**src/rtl/schain_pkg.sv**
```systemverilog
package schain_pkg;
  localparam logic [4:0] ADDR_CTRL_A = 5'h00;
  localparam logic [4:0] ADDR_CTRL_B = 5'h04;
  localparam logic [4:0] ADDR_DATA0  = 5'h08;
  localparam logic [4:0] ADDR_DATA1  = 5'h0C;
  localparam logic [4:0] ADDR_ACCESS = 5'h10;

  // bits of control A that hold configuration (edge, modem mask, PHY1 mask)
  localparam logic [31:0] CTRL_A_KEEP = 32'h3F00_0000;

  localparam int MODEM_W = 2;
  localparam int PHY_W   = 3;
  localparam int N_PHY   = 4;
  localparam int HW_BITS = MODEM_W + N_PHY * PHY_W;

  typedef enum logic [1:0] {SH_IDLE, SH_SHIFT, SH_STORE} sh_state_t;
endpackage

```
**src/rtl/schain_regs.sv**
```systemverilog
module schain_regs
  import schain_pkg::*;
(
  input  logic        clk,
  input  logic        rst_n,
  input  logic        wr_en,
  input  logic [4:0]  addr,
  input  logic [31:0] wdata,
  input  logic        busy,
  input  logic        pend,
  output logic [31:0] rdata,
  output logic [31:0] ctrl_a_q,
  output logic [31:0] ctrl_b_q,
  output logic [31:0] data0_q,
  output logic        sw_req
);
  logic [31:0] data1_q, access_q;

  always_ff @(posedge clk or negedge rst_n) begin
    if (!rst_n) begin
      ctrl_a_q <= '0;
      ctrl_b_q <= '0;
      data0_q  <= '0;
      data1_q  <= '0;
      access_q <= '0;
    end else if (wr_en) begin
      case (addr)
        ADDR_CTRL_A: ctrl_a_q <= wdata & CTRL_A_KEEP;
        ADDR_CTRL_B: ctrl_b_q <= wdata;
        ADDR_DATA0:  data0_q  <= wdata;
        ADDR_DATA1:  data1_q  <= wdata;
        ADDR_ACCESS: access_q <= wdata;
        default: ;
      endcase
    end
  end

  assign sw_req = wr_en && (addr == ADDR_CTRL_A) && wdata[31];

  always_comb begin
    case (addr)
      ADDR_CTRL_A: rdata = {pend, ctrl_a_q[30:1], busy};
      ADDR_CTRL_B: rdata = ctrl_b_q;
      ADDR_DATA0:  rdata = data0_q;
      ADDR_DATA1:  rdata = data1_q;
      ADDR_ACCESS: rdata = access_q;
      default:     rdata = '0;
    endcase
  end

  // a data-0 write is what the register holds on the next cycle
  assert_data0_keeps_cpu_R9: assert property (@(posedge clk) disable iff (!rst_n)
    (wr_en && addr == ADDR_DATA0) |=> (data0_q == $past(wdata)));
endmodule

```
**src/rtl/schain_rate_timer.sv**
```systemverilog
module schain_rate_timer #(
  parameter int CLK_HZ = 100_000_000
) (
  input  logic       clk,
  input  logic       rst_n,
  input  logic       auto_en,
  input  logic [1:0] rate_sel,
  output logic       tick_o
);
  localparam int CNT_W = $clog2(CLK_HZ / 2 + 1);

  logic [CNT_W-1:0] cnt_q, period;

  always_comb begin
    case (rate_sel)
      2'b00:   period = CNT_W'(CLK_HZ / 2);
      2'b01:   period = CNT_W'(CLK_HZ / 4);
      2'b10:   period = CNT_W'(CLK_HZ / 8);
      default: period = CNT_W'(CLK_HZ / 10);
    endcase
  end

  assign tick_o = auto_en && (cnt_q >= period - 1'b1);

  always_ff @(posedge clk or negedge rst_n) begin
    if (!rst_n)           cnt_q <= '0;
    else if (!auto_en)    cnt_q <= '0;
    else if (tick_o)      cnt_q <= '0;
    else                  cnt_q <= cnt_q + 1'b1;
  end

  // ticks are never back to back
  assert_tick_gap_R8: assert property (@(posedge clk) disable iff (!rst_n)
    tick_o |=> !tick_o);
endmodule

```
**src/rtl/schain_shifter.sv**
```systemverilog
module schain_shifter
  import schain_pkg::*;
#(
  parameter int CHAIN_W = 24,
  parameter int CLK_DIV = 4
) (
  input  logic                         clk,
  input  logic                         rst_n,
  input  logic                         start,
  input  logic [CHAIN_W-1:0]           frame,
  input  logic [$clog2(CHAIN_W+1)-1:0] len,
  input  logic                         edge_fall,
  output logic                         busy,
  output logic                         sh_clk,
  output logic                         sh_data,
  output logic                         sh_store
);
  localparam int IDX_W = $clog2(CHAIN_W);
  localparam int PH_W  = $clog2(CLK_DIV);
  localparam int HALF  = CLK_DIV / 2;

  sh_state_t          state_q;
  logic [CHAIN_W-1:0] frame_q;
  logic [IDX_W-1:0]   idx_q;
  logic [PH_W-1:0]    phase_q;
  logic               last_phase;

  assign last_phase = (phase_q == PH_W'(CLK_DIV - 1));

  always_ff @(posedge clk or negedge rst_n) begin
    if (!rst_n) begin
      state_q <= SH_IDLE;
      frame_q <= '0;
      idx_q   <= '0;
      phase_q <= '0;
    end else begin
      case (state_q)
        SH_IDLE: if (start && len != '0) begin
          frame_q <= frame;
          idx_q   <= IDX_W'(len - 1'b1);
          phase_q <= '0;
          state_q <= SH_SHIFT;
        end
        SH_SHIFT: begin
          phase_q <= last_phase ? '0 : phase_q + 1'b1;
          if (last_phase) begin
            if (idx_q == '0) state_q <= SH_STORE;
            else             idx_q   <= idx_q - 1'b1;
          end
        end
        SH_STORE: begin
          phase_q <= last_phase ? '0 : phase_q + 1'b1;
          if (last_phase) state_q <= SH_IDLE;
        end
        default: state_q <= SH_IDLE;
      endcase
    end
  end

  assign busy     = (state_q != SH_IDLE);
  assign sh_data  = (state_q == SH_SHIFT) && frame_q[idx_q];
  assign sh_store = (state_q == SH_STORE);
  assign sh_clk   = ((state_q == SH_SHIFT) && (phase_q >= PH_W'(HALF))) ^ edge_fall;

  // the capture edge of the chosen polarity lands mid-bit
  assert_capture_edge_R5: assert property (@(posedge clk) disable iff (!rst_n)
    (state_q == SH_SHIFT && phase_q == PH_W'(HALF) && $stable(edge_fall))
      |-> (sh_clk == !edge_fall) && ($past(sh_clk) == edge_fall));

  // data does not move inside a bit period
  assert_data_steady_R3: assert property (@(posedge clk) disable iff (!rst_n)
    (state_q == SH_SHIFT && phase_q != '0) |-> $stable(sh_data));

  // store follows the final bit, clock parked at idle
  assert_store_after_last_R10: assert property (@(posedge clk) disable iff (!rst_n)
    $rose(sh_store) |-> ($past(state_q) == SH_SHIFT) && ($past(idx_q) == '0));
  assert_store_clk_idle_R10: assert property (@(posedge clk) disable iff (!rst_n)
    sh_store |-> (sh_clk == edge_fall));

  // an accepted start makes the block busy
  assert_busy_on_start_R11: assert property (@(posedge clk) disable iff (!rst_n)
    (!busy && start && len != '0) |=> busy);
endmodule

```
**src/rtl/schain_ctrl.sv**
```systemverilog
module schain_ctrl
  import schain_pkg::*;
#(
  parameter int GROUP_W  = 8,
  parameter int N_GROUPS = 3,
  parameter int CLK_DIV  = 4,
  parameter int CLK_HZ   = 100_000_000
) (
  input  logic        clk,
  input  logic        rst_n,
  input  logic        reg_wr_en,
  input  logic [4:0]  reg_addr,
  input  logic [31:0] reg_wdata,
  output logic [31:0] reg_rdata,
  input  logic [1:0]  modem_stat,
  input  logic [11:0] phy_stat,
  output logic        sh_clk,
  output logic        sh_data,
  output logic        sh_store
);
  localparam int CHAIN_W = GROUP_W * N_GROUPS;
  localparam int LEN_W   = $clog2(CHAIN_W + 1);

  logic [31:0] ctrl_a_q, ctrl_b_q, data0_q;
  logic        sw_req, tick, busy, pend_q, new_req, start_go;
  logic [CHAIN_W-1:0] own_mask, hw_val, frame;
  logic [LEN_W-1:0]   len;
  logic [PHY_W-1:0]   phy_mask [N_PHY];

  schain_regs u_regs (
    .clk(clk), .rst_n(rst_n), .wr_en(reg_wr_en), .addr(reg_addr),
    .wdata(reg_wdata), .busy(busy), .pend(pend_q), .rdata(reg_rdata),
    .ctrl_a_q(ctrl_a_q), .ctrl_b_q(ctrl_b_q), .data0_q(data0_q), .sw_req(sw_req)
  );

  schain_rate_timer #(.CLK_HZ(CLK_HZ)) u_timer (
    .clk(clk), .rst_n(rst_n), .auto_en(ctrl_b_q[31:30] == 2'b10),
    .rate_sel(ctrl_b_q[24:23]), .tick_o(tick)
  );

  // ownership fields: positions are fixed by the register layout
  assign phy_mask[0] = ctrl_a_q[29:27];
  assign phy_mask[1] = ctrl_b_q[5:3];
  assign phy_mask[2] = ctrl_b_q[8:6];
  assign phy_mask[3] = ctrl_b_q[17:15];

  assign own_mask[MODEM_W-1:0] = ctrl_a_q[25:24];
  assign hw_val[MODEM_W-1:0]   = modem_stat;
  for (genvar p = 0; p < N_PHY; p++) begin : g_phy
    assign own_mask[MODEM_W + p*PHY_W +: PHY_W] = phy_mask[p];
    assign hw_val[MODEM_W + p*PHY_W +: PHY_W]   = phy_stat[p*PHY_W +: PHY_W];
  end
  assign own_mask[CHAIN_W-1:HW_BITS] = '0;
  assign hw_val[CHAIN_W-1:HW_BITS]   = '0;

  assign frame = (own_mask & hw_val) | (~own_mask & data0_q[CHAIN_W-1:0]);

  // chain length follows the highest enabled group
  always_comb begin
    len = '0;
    for (int g = 0; g < N_GROUPS; g++)
      if (ctrl_b_q[g]) len = LEN_W'((g + 1) * GROUP_W);
  end

  assign new_req  = sw_req | tick;
  assign start_go = pend_q && !busy;

  always_ff @(posedge clk or negedge rst_n) begin
    if (!rst_n) pend_q <= 1'b0;
    else        pend_q <= new_req | (pend_q & !start_go);
  end

  schain_shifter #(.CHAIN_W(CHAIN_W), .CLK_DIV(CLK_DIV)) u_shift (
    .clk(clk), .rst_n(rst_n), .start(start_go), .frame(frame), .len(len),
    .edge_fall(ctrl_a_q[26]), .busy(busy), .sh_clk(sh_clk),
    .sh_data(sh_data), .sh_store(sh_store)
  );

  // a request during a shift is kept until the shift ends
  assert_pend_held_R4: assert property (@(posedge clk) disable iff (!rst_n)
    (pend_q && busy) |=> pend_q);
  // the pending flag drops once its shift is launched
  assert_pend_clears_R4: assert property (@(posedge clk) disable iff (!rst_n)
    (start_go && !new_req) |=> !pend_q);
  // no enabled group means no store pulse
  assert_no_groups_quiet_R12: assert property (@(posedge clk) disable iff (!rst_n)
    (!busy && ctrl_b_q[N_GROUPS-1:0] == '0) |=> !sh_store);
endmodule

```
**config.mk**
```make
export PLATFORM = sky130hd
export DESIGN_NAME = schain_ctrl
export DESIGN_NICKNAME = d
export VERILOG_FILES = /design/src/rtl/schain_pkg.sv /design/src/rtl/schain_regs.sv /design/src/rtl/schain_rate_timer.sv /design/src/rtl/schain_shifter.sv /design/src/rtl/schain_ctrl.sv
export SDC_FILE = /design/constraint.sdc
export NUM_CORES = 1
export LEC_CHECK = 0
export BUFFER_PORTS_ARGS = -buffer_cell sky130_fd_sc_hd__buf_4
export CAP_MARGIN = 5
export CORE_UTILIZATION = 35
export DETAILED_ROUTE_END_ITERATION = 16
export PLACE_DENSITY_LB_ADDON = 0.05
export SYNTH_ARGS = -nofsm -noshare
export SYNTH_HDL_FRONTEND = slang
export SYNTH_SLANG_ARGS = --single-unit
```
**constraint.sdc**
```tcl
create_clock -name clk -period 2.9 [get_ports clk]
set_input_delay 0.29 -clock clk [delete_from_list [all_inputs] [get_ports clk]]
set_output_delay 0.29 -clock clk [all_outputs]
set_load 0.01 [all_outputs]
```
==> flow_summary.toml <==
[grt]
grt_max_degree = 91
grt_first_pass_wirelength_um = 37090
antenna_found_initial = 0
grt_overflow = 0
grt_pass1_vias = 6547
grt_util_all_layers_pct = 18.27

[synth]
synth.area.top_cells = "dfrtp_1 53%, mux2_2 17%, nand2_1 4.2%"
synth_top_cell_area_share_pct = 52.51
synth_top_area_cell = "dfrtp_1"
async_flop_share_pct = 100.0
yosys_warnings = 0
ys_seq_area_share_pct = 52.51
synth.avg_cell_area_sq_um = 12.07
synth_area_sq_um = 9245
yosys-top-cells-count = "194 x dfrtp_1, 142 x mux2_2, 104 x nand2_1, 39 x nor2_1, 32 x a222oi_1"
synth_ff_type = "dfrtp_1"
synth.most_common_cell = "dfrtp_1"
synth_edf_count = 0
netlist_instances = 766
ys_ff_latch = 194
synth_cell_types = 53

[setup_path]
worstPathArrival_ns = 2.34
end_kind = "output pin"
critPathTopFamily = "multiplexers"
crit_type = "reg2out"
cp.required_ns = 2.61
cp_slowest_cell = "dfrtp_1"
slowest_delay_ns = 0.66
worstPathCellList = "mux4_2 > mux2i_1 > nor4b_1 > nor2_1 > o21ai_0 > buf_4"
worst_setup_path_start_kind = "flop"
crit_path_max_fanout = 9
critical_path_buf_inv_count = 1

[detailed_routing]
via_per_inst = 5.301
final_antenna_net_count = 0
wl_um = 23420
drcViolationCount = 0
post_drt_wl_per_cell_um = 19.50
drt_pass1_iterations = 6
vias = 6366
drt_iter0_drc = 429

[timing]
maxSlewViolCount = 0
hold_viol = 0
setup_viol = 0
fmax_ghz = 0.3799
rsz0062_at_grt = "no"
hold_slack_ns = 0.1123
tns_ns = 0
tightest_slew_ns = 0.8948
period_minus_slack_ns = 2.632
skew_ns = 0.01326
max-slew-margin-rel_pct = 40.20
period_share_pct = 90.76

[layout]
final_cells = 1201
diodes = 0
fin_nets = 939
final_area_sq_um = 10960
syn_to_final_growth_pct = 18.58
drive_above_1_share_pct = 33.83

[outcome]
status = "completed"

[clock_network]
htree_levels = 4
clock_latency_ns = 0.43
clk_path_buf_depth = 2
cts_tree = "built"
clk_pin_slew_ns = 0.07
cts_buffers = 17
cts_root_buf = "clkbuf_16"
cts_sinks = 194

[run]
drv_cap = 0

[die]
core_area_sq_um = 25980
num_io_pins = 89
chipWidth_um = 164.5
dieArea_sq_um = 27070
fp-row-count = 59
start_util_pct = 35.58
die_h_um = 164.5

[power]
power_mw = 7.321
p_leak_nw = 5.177
power_density_nw_per_um2 = 667.8
ir_worst_vdd_uv = 312.9

[placement]
placed_area_sq_um = 10330
dp.final_hpwl_um = 15610
gp_congestion = 0.7581
dp.cells = 1169
io_buffers = 88

[min_path]
hp-class = "in2reg"
[registers in the layout, indices dropped and copies added, names as in the netlist]
| signal | cells |
|---|---|
| u_regs.ctrl_b_q | 32 |
| u_shift.state_q | 2 |
| u_regs.ctrl_a_q | 6 |
| u_shift.idx_q | 5 |
| u_regs.access_q | 32 |
| u_shift.phase_q | 2 |
| u_shift.frame_q | 24 |
| u_timer.cnt_q | 26 |
| pend_q | 1 |
| u_regs.data1_q | 32 |
| u_regs.data0_q | 32 |
[routing by layer]
| metal | up-vias | wire length [um] | global-route usage (%) |
|---|---|---|---|
| met5 | - | 0 | 0 |
| met4 | 0 | 373 | 6.172 |
| met3 | 25 | 1029 | 2.662 |
| met2 | 158 | 10750 | 28.17 |
| met1 | 3216 | 11260 | 26.17 |
| li1 | 2967 | - | - |
[worst reg2reg max path, delay by kind of cell (launching register included)]
family | cells | cell delay (ns)
and+or+nand+nor | 4 | 0.71
buffers and inverters | 3 | 0.48
AOI/OAI and AO/OA | 1 | 0.23
adders and majority gates | 2 | 0.59
DFF | 1 | 0.49
[cell type report]
type / count / area (sq um)
sequential: 194 / 4855
fill: 2467 / 15020
inverter: 14 / 52.55
timing repair buffer: 107 / 837.1
clock inverter: 13 / 175.2
multi-input combinational: 520 / 4185
tap: 335 / 419.2
clock buffer: 18 / 439.2
[worst paths after layout]
path,slack (ns),to,depth (start not counted),from
setup / recovery,0.27,sh_data,6,u_shift.idx_q[0]
hold / removal,0.11,u_regs.ctrl_b_q[29],2,reg_wdata[29]
setup reg to reg,0.30,u_timer.cnt_q[2],10,u_regs.ctrl_b_q[24]
hold reg to reg,0.48,u_shift.frame_q[0],2,u_shift.frame_q[0]
max in group asynchronous,1.53,u_regs.data0_q[0],3,rst_n
min in group asynchronous,0.46,u_timer.cnt_q[4],2,rst_n
[what timing repair did]
item                       CTS  global route
gates resized for setup      0             1
buffers inserted             0             0
hold buffers                 1             0
setup endpoints to repair    0             4
hold endpoints to repair    87             0
[power by group]
| group | leakage, nW | internal [mW] | total [mW] | switching, mW |
|---|---|---|---|---|
| Clock | 0.305 | 1.40 | 2.48 | 1.08 |
| Combinational | 2.39 | 0.676 | 1.26 | 0.582 |
| Sequential | 2.48 | 3.18 | 3.58 | 0.400 |
[cells by family after synthesis]
| kind of cell | synth area share [%] |
|---|---|
| compound gates | 7.823 |
| xor+xnor | 2.368 |
| fa+ha+maj | 4.195 |
| flops | 52.51 |
| buf+inv | 2.463 |
| simple gates | 9.595 |
| other cells | 0.08123 |
| mux | 20.96 |
[per-stage QoR]
stage	utilization, %	worst slack [ns]
after floorplan	-	0.5808
after global placement	39.76	0.4635
after detailed placement	39.76	0.2323
after CTS	42.17	0.1861
after global routing	42.19	0.04164
final	42.19	0.2679
[cell usage in the layout, fill, tap and decap left out, drive strengths merged, types with 3 or more instances in the layout]
cell	instances
nand3	13
dfrtp	194
clkinv	5
a21o	3
a22oi	10
mux2i	17
clkbuf	19
nand2	104
inv	19
o21ai	29
mux2	145
a21oi	10
ha	31
xor2	13
conb	3
nor2	39
xnor2	12
buf	105
mux4	6
a222oi	32
nor3	7
bufinv	3
nand4	11
nor4	6
No activity file was read; power rests on OpenSTA's default activity.
